`src/rtl/ctl_seq_pkg.sv`:
```
package ctl_seq_pkg;

    typedef enum logic [1:0] {
        PH_Q1 = 2'd0,
        PH_Q2 = 2'd1,
        PH_Q3 = 2'd2,
        PH_Q4 = 2'd3
    } qphase_e;

    typedef enum logic [1:0] {
        OP_IDLE   = 2'd0,
        OP_OPTLD  = 2'd1,
        OP_RETI   = 2'd2,
        OP_OTHER  = 2'd3
    } opkind_e;

    localparam int unsigned OPC_W = 14;
    localparam logic [OPC_W-1:0] IDLE_MASK  = 14'h3F9F;
    localparam logic [OPC_W-1:0] IDLE_CODE  = 14'h0000;
    localparam logic [OPC_W-1:0] OPTLD_CODE = 14'h0062;
    localparam logic [OPC_W-1:0] RETI_CODE  = 14'h0009;

endpackage

```
`src/rtl/qphase_seq.sv`:
```
module qphase_seq
    import ctl_seq_pkg::*;
(
    input  logic    clk,
    input  logic    rst_n,
    input  logic    q_en,
    output qphase_e phase
);
    qphase_e phase_d, phase_q;

    always_comb begin
        phase_d = phase_q;
        if (q_en) begin
            phase_d = qphase_e'(phase_q + 2'd1);
        end
    end

    always_ff @(posedge clk) begin
        if (!rst_n) begin
            phase_q <= PH_Q1;
        end else begin
            phase_q <= phase_d;
        end
    end

    assign phase = phase_q;
endmodule

```
`src/rtl/ctl_decode.sv`:
```
module ctl_decode
    import ctl_seq_pkg::*;
#(
    parameter int unsigned INSTR_W = OPC_W
) (
    input  logic [INSTR_W-1:0] instr,
    output opkind_e            kind
);
    logic is_idle, is_optld, is_reti;

    always_comb begin
        is_idle  = ((instr & INSTR_W'(IDLE_MASK)) == INSTR_W'(IDLE_CODE));
        is_optld = (instr == INSTR_W'(OPTLD_CODE));
        is_reti  = (instr == INSTR_W'(RETI_CODE));
        if (is_idle) begin
            kind = OP_IDLE;
        end else if (is_optld) begin
            kind = OP_OPTLD;
        end else if (is_reti) begin
            kind = OP_RETI;
        end else begin
            kind = OP_OTHER;
        end
    end
endmodule

```
`src/rtl/ret_stack.sv`:
```
module ret_stack #(
    parameter int unsigned DEPTH  = 8,
    parameter int unsigned ADDR_W = 13
) (
    input  logic              clk,
    input  logic              rst_n,
    input  logic              push,
    input  logic [ADDR_W-1:0] push_addr,
    input  logic              pop,
    output logic [ADDR_W-1:0] tos
);
    localparam int unsigned SP_W = (DEPTH > 1) ? $clog2(DEPTH) : 1;

    logic [ADDR_W-1:0] mem [DEPTH];
    logic [SP_W-1:0]   sp_d, sp_q, sp_dec;

    always_comb begin
        sp_dec = sp_q - SP_W'(1);
        sp_d   = sp_q;
        if (push && !pop) begin
            sp_d = sp_q + SP_W'(1);
        end else if (pop && !push) begin
            sp_d = sp_dec;
        end
    end

    always_ff @(posedge clk) begin
        if (!rst_n) begin
            sp_q <= '0;
        end else begin
            sp_q <= sp_d;
        end
    end

    always_ff @(posedge clk) begin
        if (push) begin
            mem[sp_q] <= push_addr;
        end
    end

    assign tos = mem[sp_dec];
endmodule

```
`src/rtl/ctl_seq_top.sv`:
```
module ctl_seq_top
    import ctl_seq_pkg::*;
#(
    parameter int unsigned PC_W        = 13,
    parameter int unsigned W_W         = 8,
    parameter int unsigned INSTR_W     = 14,
    parameter int unsigned STACK_DEPTH = 8,
    parameter logic [W_W-1:0] OPT_RST  = '1
) (
    input  logic               clk,
    input  logic               rst_n,
    input  logic               q_en,
    input  logic [INSTR_W-1:0] instr,
    input  logic [W_W-1:0]     wreg,
    input  logic               push_req,
    input  logic [PC_W-1:0]    push_addr,
    output logic [PC_W-1:0]    pc,
    output logic [W_W-1:0]     option_reg,
    output logic               gie,
    output logic               flush
);
    typedef struct packed {
        logic [PC_W-1:0] pc;
        logic [W_W-1:0]  opt;
        logic            gie;
        logic            flush;
        opkind_e         kind;
    } seq_state_t;

    seq_state_t      s_d, s_q;
    qphase_e         phase_q;
    opkind_e         dec_kind;
    logic [PC_W-1:0] tos;
    logic            at_q1, at_q3, at_q4;
    logic            do_push, do_pop;

    qphase_seq u_phase (
        .clk   (clk),
        .rst_n (rst_n),
        .q_en  (q_en),
        .phase (phase_q)
    );

    ctl_decode #(.INSTR_W(INSTR_W)) u_dec (
        .instr (instr),
        .kind  (dec_kind)
    );

    ret_stack #(.DEPTH(STACK_DEPTH), .ADDR_W(PC_W)) u_stack (
        .clk       (clk),
        .rst_n     (rst_n),
        .push      (do_push),
        .push_addr (push_addr),
        .pop       (do_pop),
        .tos       (tos)
    );

    always_comb begin
        s_d     = s_q;
        at_q1   = q_en && (phase_q == PH_Q1);
        at_q3   = q_en && (phase_q == PH_Q3);
        at_q4   = q_en && (phase_q == PH_Q4);
        do_push = at_q1 && push_req;
        do_pop  = at_q4 && !s_q.flush && (s_q.kind == OP_RETI);

        if (at_q1) begin
            s_d.kind = s_q.flush ? OP_IDLE : dec_kind;
        end
        if (do_push) begin
            s_d.gie = 1'b0;
        end
        if (at_q3 && !s_q.flush && (s_q.kind == OP_RETI)) begin
            s_d.gie = 1'b1;
        end
        if (at_q4) begin
            if (s_q.flush) begin
                s_d.flush = 1'b0;
            end else begin
                unique case (s_q.kind)
                    OP_RETI: begin
                        s_d.pc    = tos;
                        s_d.flush = 1'b1;
                    end
                    OP_OPTLD: begin
                        s_d.opt = wreg;
                        s_d.pc  = s_q.pc + PC_W'(1);
                    end
                    default: begin
                        s_d.pc = s_q.pc + PC_W'(1);
                    end
                endcase
            end
        end
    end

    always_ff @(posedge clk) begin
        if (!rst_n) begin
            s_q.pc    <= '0;
            s_q.opt   <= OPT_RST;
            s_q.gie   <= 1'b0;
            s_q.flush <= 1'b0;
            s_q.kind  <= OP_IDLE;
        end else begin
            s_q <= s_d;
        end
    end

    assign pc         = s_q.pc;
    assign option_reg = s_q.opt;
    assign gie        = s_q.gie;
    assign flush      = s_q.flush;
endmodule

```
`config.mk`:
```
export PLATFORM = sky130hd
export DESIGN_NAME = ctl_seq_top
export DESIGN_NICKNAME = d
export VERILOG_FILES = /design/src/rtl/ctl_seq_pkg.sv /design/src/rtl/qphase_seq.sv /design/src/rtl/ctl_decode.sv /design/src/rtl/ret_stack.sv /design/src/rtl/ctl_seq_top.sv
export SDC_FILE = /design/constraint.sdc
export NUM_CORES = 1
export LEC_CHECK = 0
export BUFFER_PORTS_ARGS = -buffer_cell sky130_fd_sc_hd__buf_2
export CAP_MARGIN = 25
export CORE_MARGIN = 3
export CORE_UTILIZATION = 44
export DETAILED_ROUTE_END_ITERATION = 8
export PLACE_DENSITY = 0.68
export SLEW_MARGIN = 20
export SYNTH_ARGS = -nofsm -noshare
export SYNTH_HDL_FRONTEND = slang
export SYNTH_SLANG_ARGS = --single-unit
```
`constraint.sdc`:
```
create_clock -name clk -period 7.55 [get_ports clk]
set_input_delay 0.3775 -clock clk [delete_from_list [all_inputs] [get_ports clk]]
set_output_delay 0.3775 -clock clk [all_outputs]
set_load 0.005 [all_outputs]
```
==> impl_metrics.csv, run 1 <==
group,metric,value,unit
outcome,status,"finished, final reports clean",
clock_tree,cts_setup_buffers,0,
timing,hold_ws,0.182,ns
placement,gp_congestion,0.840,
hold_path,holdCritStartpoint,"wreg[2]",
synthesis,synth-seq-area-share,65.5,%
synthesis,synth_area_per_cell,13.8,um^2
timing,finalSetupTns,0,ns
timing,rsz0062_at_grt,"false",
setup_path,critPathLaunchType,"register",
synthesis,ys_ff_latch,134,
power_and_ir_drop,ir_worst_vdd,0.185,mV
routing,vias_per_cell,5.46,
routing,drc,0,
synthesis,syn-num-nets,458,
hold_path,hold_path_end,"option_reg[2]$_SDFFE_PN1P_",
timing,finalCriticalPeriod,3.30,ns
grt,grt.busiest_layer,"met2",
floorplanning,dieArea,14300,um^2
setup_path,timing.rr.start,"u_stack.sp_q[0]$_SDFFE_PN0P_",
power_and_ir_drop,power.density,272,nW/um^2
layout,layout_commonest_cell,"edfxtp_1",
routing,avgRoutedWirePerCell,17.9,um
setup_path,setup.worst_path.end_class,"register",
clock_tree,clock_latency,0.41,ns
clock_tree,cts_buffer_depth,2,
grt,grt_first_pass_wirelength,18.1,mm
layout,layout.cells.most_common_list,"104 x edfxtp_1, 70 x nand2_1, 61 x buf_2, 30 x dfxtp_1, 18 x mux4_2",
layout,nNetsFinal,511,
timing,finalCritPeriodShare,43.7,%
setup_path,crit_required,7.84,ns
setup_path,arrival,3.59,ns
grt,grt_overflow_total,0,
clock_tree,root_buffer,"clkbuf_16",
routing,dr.pass1.iters,7,
timing,drv_slew,0,
floorplanning,ioPinCount,62,
routing,ant_nets,0,
hold_path,hp-class,"in2reg",
synthesis,yosysUniqueCellTypes,50,
setup_path,crit_path_max_fanout,26,
placement,dp_hpwl,7.33,mm
floorplanning,die_y,120,um
synthesis,synthCells,412,
synthesis,syn_area,5690,um^2
timing,tightest_slew,0.866,ns
timing,fmax,303,MHz
floorplanning,die_x,120,um
synthesis,synthArstFlopShare,0,%
timing,skew,0.0125,ns
setup_path,worstRegToRegCells,8,
timing,timing.slew.headroom,42.2,%
synthesis,yosys_warnings,0,
layout,syn2layout_area_growth,17.4,%
grt,grt_util_met3,5.37,%
clock_tree,cts_sinks,134,
clock_tree,cts_tree,"done",
job,cap_violations,0,
clock_tree,ctsHoldBuffers,0,
hold_path,holdPathStages,3,
layout,diodes,0,
layout,largest_register_ffs,104,
grt,met1_usage,20.9,%
clock_tree,cts_htree_levels,4,
grt,grtUsageTotal,16.6,%
synthesis,synth_enable_flop_cells,104,
grt,first_global_vias,3514,
setup_path,r2r_end,"pc[9]$_SDFFE_PN0P_",
floorplanning,row_count,40,
setup_path,rrSetupSlack,4.25,ns
clock_tree,cts_buffers,17,
placement,io_buffers,61,
timing,setup_viol,0,
layout,layout-drive-gt1-share,26.2,%
routing,drtIter0Drc,272,
floorplanning,start_util,46.2,%
routing,wl,11.6,mm
timing,hold_viol,0,
grt,met2_usage,27.2,%
synthesis,synth_flop_cell,"edfxtp_1",
grt,antenna_found_initial,0,
power_and_ir_drop,p_leak,2.44,nW
routing,num_vias,3524,
clock_tree,path_clk_slew,0.06,ns
clock_tree,cts_resized,0,
grt,grt_max_degree,29,
setup_path,path_class,"reg2reg",
floorplanning,core_area,12300,um^2
[per-layer routing]
metal / share of wire (%) / vias up / routed length (um)
li1: - / 1648 / -
met4: 1.3 / 0 / 155
met1: 44 / 1728 / 5030
met3: 7.3 / 11 / 845
met2: 48 / 137 / 5530
met5: 0 / - / 0
[final cells by class]
cell class	count	area [um^2]
Fill cell	1029	5640
Sequential cell	134	3720
Multi-Input combinational cell	235	1720
Clock buffer	17	425
Timing Repair Buffer	71	400
Tap cell	168	210
Clock inverter	14	175
Inverter	6	22.5
[worst max-delay path, cell delays in order (launching register included)]
cell and delay [ns]:
dfxtp_1 0.31, buf_4 0.39, inv_1 0.19, ha_1 0.34
xor2_4 0.67, mux4_2 0.58, a32o_1 0.27, a31o_1 0.19
o31a_1 0.23
[cells by family (layout without fill, tap and decap cells)]
kind of cell             Yosys count  count (layout)  share of synthesized area, %
buffers and inverters             43             108                          4.53
AND/OR/NAND/NOR                  143             143                          11.7
adder cells (fa/ha/maj)            7               7                          1.54
AO/OA/AOI/OAI                     52              52                          6.16
multiplexers                      27              27                          9.29
XOR/XNOR                           6               6                          1.25
flip-flops                       134             134                          65.5
[cell usage after synthesis (3+ instances only)]
cell      count  share of area (%)
clkbuf_1      7               0.46
o21ai_0      14                1.2
buf_4        21                2.8
and3_1       10                1.1
xor2_1        3               0.46
nand4_1       6               0.66
and2_1        4               0.44
nor3_1        3               0.26
a31oi_1       5               0.55
nand3_1      14                1.2
ha_1          7                1.5
a21oi_1       7               0.62
nor2b_1       3               0.33
nor2_1       18                1.2
nand2_1      70                4.6
nand2b_1      3               0.33
mux2i_1       7                1.2
dfxtp_1      30                 11
mux4_2       18                7.1
buf_2         8               0.70
edfxtp_1    104                 55
a21boi_0      6               0.79
nor4_1        3               0.33
inv_1         5               0.33
[worst max-delay path by stage]
stage                                      start                  to  slack, ns
floorplan           u_stack.sp_q[0]$_SDFFE_PN0P_  pc[9]$_SDFFE_PN0P_       4.78
global route        u_stack.sp_q[0]$_SDFFE_PN0P_  pc[9]$_SDFFE_PN0P_       4.07
detailed placement  u_stack.sp_q[0]$_SDFFE_PN0P_  pc[9]$_SDFFE_PN0P_       4.23
CTS                 u_stack.sp_q[0]$_SDFFE_PN0P_  pc[9]$_SDFFE_PN0P_       4.21
global placement    u_stack.sp_q[0]$_SDFFE_PN0P_  pc[9]$_SDFFE_PN0P_       4.28
finish              u_stack.sp_q[0]$_SDFFE_PN0P_  pc[9]$_SDFFE_PN0P_       4.25
[power breakdown]
group / switching, mW / internal (mW)
Combinational: 0.0968 / 0.0733
Clock: 0.311 / 0.521
Sequential: 0.00796 / 0.807
[per-stage QoR]
| step | total power, mW | cells | setup slack, ns | util, % | instance area [um^2] |
|---|---|---|---|---|---|
| 2_1_floorplan | 0.946 | 412 | 4.78 | - | 5690 |
| 3_3_place_gp | 0.992 | 613 | 4.28 | 49.1 | 6050 |
| 3_5_place_dp | 1.00 | 614 | 4.23 | 49.3 | 6070 |
| 4_1_cts | 1.83 | 645 | 4.21 | 54.2 | 6670 |
| 5_1_grt | 1.88 | 645 | 4.07 | 54.2 | 6670 |
| 6_report | 1.82 | 645 | 4.25 | 54.2 | 6670 |
No activity file was read; power rests on OpenSTA's default activity.
==> inputs of run 2 (changes only) <==
- ABC_AREA: not set -> 1
- PLACE_DENSITY: 0.68 -> 0.7
- clock period: 7.55 -> 2.8 ns (I/O delays scaled with it)
==> impl_metrics.csv, run 2 <==
group,metric,value,unit
power_and_ir_drop,pwr-share-clk,47.1,%
synthesis,syn_area,6030,um^2
placement,dp_hpwl,9.83,mm
timing,setup_viol,0,
grt,grt_overflow_total,0,
clock_tree,cts_tree,"done",
floorplanning,die_x,123,um
routing,wl_met1,6.12,mm
layout,layout.cells.most_common_list,"105 x nand2_1, 105 x nor2_1, 104 x edfxtp_1, 76 x nand3_1, 61 x buf_2",
power_and_ir_drop,swShare,22.5,%
layout,syn2layout_area_growth,17.2,%
placement,io_buffers,61,
synthesis,syn-num-nets,668,
synthesis,synth_compound_area_share,6.97,%
timing,skew,0.00898,ns
clock_tree,cts_sinks,134,
routing,highest_layer,"met4",
timing,hold_viol,0,
clock_tree,cts_resized,0,
synthesis,synthArstFlopShare,0,%
floorplanning,dieArea,15100,um^2
power_and_ir_drop,p_int,3.90,mW
timing,rsz0062_at_grt,"false",
hold_path,holdCritStartpoint,"push_addr[12]",
routing,wl_met2,7.00,mm
timing,fin_ws,0.889,ns
routing,dr.pass1.iters,5,
setup_path,arrival,2.20,ns
routing,wl,14.8,mm
timing,finalCriticalPeriod,1.91,ns
clock_tree,path_clk_slew,0.06,ns
floorplanning,core_area,13300,um^2
synthesis,yosysTopAreaCellShare,51.8,%
synthesis,synthCells,622,
placement,gp_congestion,0.893,
grt,grtUsageTotal,20.5,%
floorplanning,ioPinCount,62,
setup_path,crit_path_max_fanout,13,
synthesis,synth-simple-area-share,20.9,%
routing,drc,0,
power_and_ir_drop,ir_worst_vdd,0.628,mV
clock_tree,clock_latency,0.41,ns
synthesis,synth_top_family_by_area,"simple AND/OR/NAND/NOR gates",
clock_tree,cts_htree_levels,4,
synthesis,synth_area_per_cell,9.70,um^2
layout,layout-drive-gt1-share,15.9,%
routing,avgRoutedWirePerCell,17.1,um
grt,antenna_found_initial,0,
synthesis,ys_ff_latch,134,
clock_tree,root_buffer,"clkbuf_16",
routing,num_vias,4585,
clock_tree,cts_buffer_depth,2,
power_and_ir_drop,power_switching,1.14,mW
synthesis,synthTopCellsByCount,"105 x nand2_1, 105 x nor2_1, 104 x edfxtp_1",
hold_path,hp-class,"in2reg",
setup_path,rrSetupSlack,0.89,ns
synthesis,netlist_top_cells_area,"edfxtp_1 52%, dfxtp_1 10%, nand2_1 6.5%, nor2_1 6.5%, nand3_1 6.3%",
setup_path,setup.worst_path.end_class,"register",
synthesis,yosys_warnings,0,
timing,finalSetupTns,0,ns
power_and_ir_drop,p_leak,2.81,nW
timing,finalCritPeriodShare,68.2,%
layout,diodes,0,
layout,fillers,1165,
layout,largest_register_ffs,104,
layout,nNetsFinal,723,
outcome,status,"finished, final reports clean",
job,cap_violations,0,
timing,timing.slew.headroom,56.5,%
synthesis,yosys.area_share.adder,1.45,%
setup_path,cp-startpoint,"u_stack.sp_q[1]$_SDFFE_PN0P_",
routing,vias_per_cell,5.29,
grt,grt_first_pass_wirelength,23.1,mm
timing,drv_slew,0,
synthesis,yosysUniqueCellTypes,28,
routing,drtIter0Drc,586,
clock_tree,cts_setup_buffers,0,
floorplanning,start_util,45.2,%
synthesis,synth_flop_cell,"edfxtp_1",
synthesis,synth-seq-area-share,61.7,%
power_and_ir_drop,power.density,713,nW/um^2
timing,fmax,523,MHz
placement,place_ws,0.949,ns
clock_tree,cts_buffers,17,
power_and_ir_drop,power_frac_comb,9.3,%
synthesis,synth_xor_xnor_area_share,0.975,%
routing,ant_nets,0,
floorplanning,die_y,123,um
setup_path,crit_required,3.09,ns
synthesis,synth_mux_area_share,0,%
setup_path,timing.rr.start,"u_stack.sp_q[1]$_SDFFE_PN0P_",
synthesis,synth_top_cell_by_area,"edfxtp_1",
timing,tightest_slew,0.650,ns
floorplanning,row_count,42,
synthesis,synth_enable_flop_cells,104,
setup_path,critPathLaunchType,"register",
grt,first_global_vias,4441,
power_and_ir_drop,seqPwrFrac,43.6,%
grt,grt_max_degree,56,
setup_path,path_class,"reg2reg",
routing,wl_met3,1.18,mm
run 2: changes by cell type in the layout (fill, tap and decap cells not counted), sizes merged, moves of 4 or more:
cell	previous run	this run
and3	10	0
mux4	20	0
nor2	19	107
a21boi	6	0
o21ai	14	56
inv	9	48
nand2	70	105
a21oi	7	24
dlygate4sd3	0	8
nand3	14	77
mux2i	7	0
and2	4	0
run 2: power groups by stage:
stage / registers, mW / logic [mW] / clock network, mW
final: 2.19 / 0.467 / 2.37
after global placement: 2.23 / 0.444 / 0
after CTS: 2.19 / 0.463 / 2.41
after detailed placement: 2.24 / 0.451 / 0
after floorplan: 2.23 / 0.309 / 0
after global routing: 2.20 / 0.523 / 2.50
run 2: timing repair:
| action | CTS | global route |
|---|---|---|
| hold buffers | 8 | 0 |
| setup endpoints to repair | 0 | 0 |
| hold endpoints to repair | 8 | 0 |
run 2: worst max-delay path, stage by stage, from the launching register on:
cell and delay, ns:
dfxtp_1 0.37, inv_1 0.10, ha_1 0.26, xnor2_2 0.54, nand3_1 0.26, nand3_1 0.18, a21oi_1 0.08
run 2: kinds of logic (layout without fill, tap and decap cells):
logic type                 Yosys count  after routing
AOI/OAI and AO/OA                   83             83
DFF                                134            134
and+or+nand+nor                    300            300
buffers and inverters               93            161
adders and majority gates            7              7
xor gates and xnor gates             5              5
run 2: final timing paths:
kind              depth (start not counted)                            to
setup / recovery                          6            pc[6]$_SDFFE_PN0P_
hold / removal                            1  u_stack.mem[7][12]$_DFFE_PP_
setup reg to reg                          6            pc[6]$_SDFFE_PN0P_
hold reg to reg                           2    option_reg[7]$_SDFFE_PN1P_
run 2: metrics by stage:
stage	instances	hold slack, ns	total power, mW	util, %	instance area (um^2)
5_1_grt	866	0.0371	5.22	53.0	7070
6_report	866	0.0415	5.04	53.0	7070
3_3_place_gp	826	0.343	2.68	47.6	6350
4_1_cts	866	0.0367	5.07	53.0	7070
3_5_place_dp	826	0.352	2.69	47.6	6350
2_1_floorplan	622	0.239	2.54	-	6030
run 2: per-layer routing:
metal / global-route usage (%) / vias to the layer above
met1: 26.0 / 2127
met5: 0 / -
li1: - / 2198
met2: 33.7 / 224
met4: 8.86 / 0
met3: 5.03 / 36
run 2: final cells by class:
cell class / count / area [um^2] / area share (%)
clock inverter: 12 / 199 / 2.81
sequential: 134 / 3720 / 52.7
clock buffer: 20 / 437 / 6.18
inverter: 47 / 176 / 2.50
tap: 176 / 220 / 3.12
multi-input combinational: 395 / 1830 / 25.9
timing repair buffer: 82 / 483 / 6.83
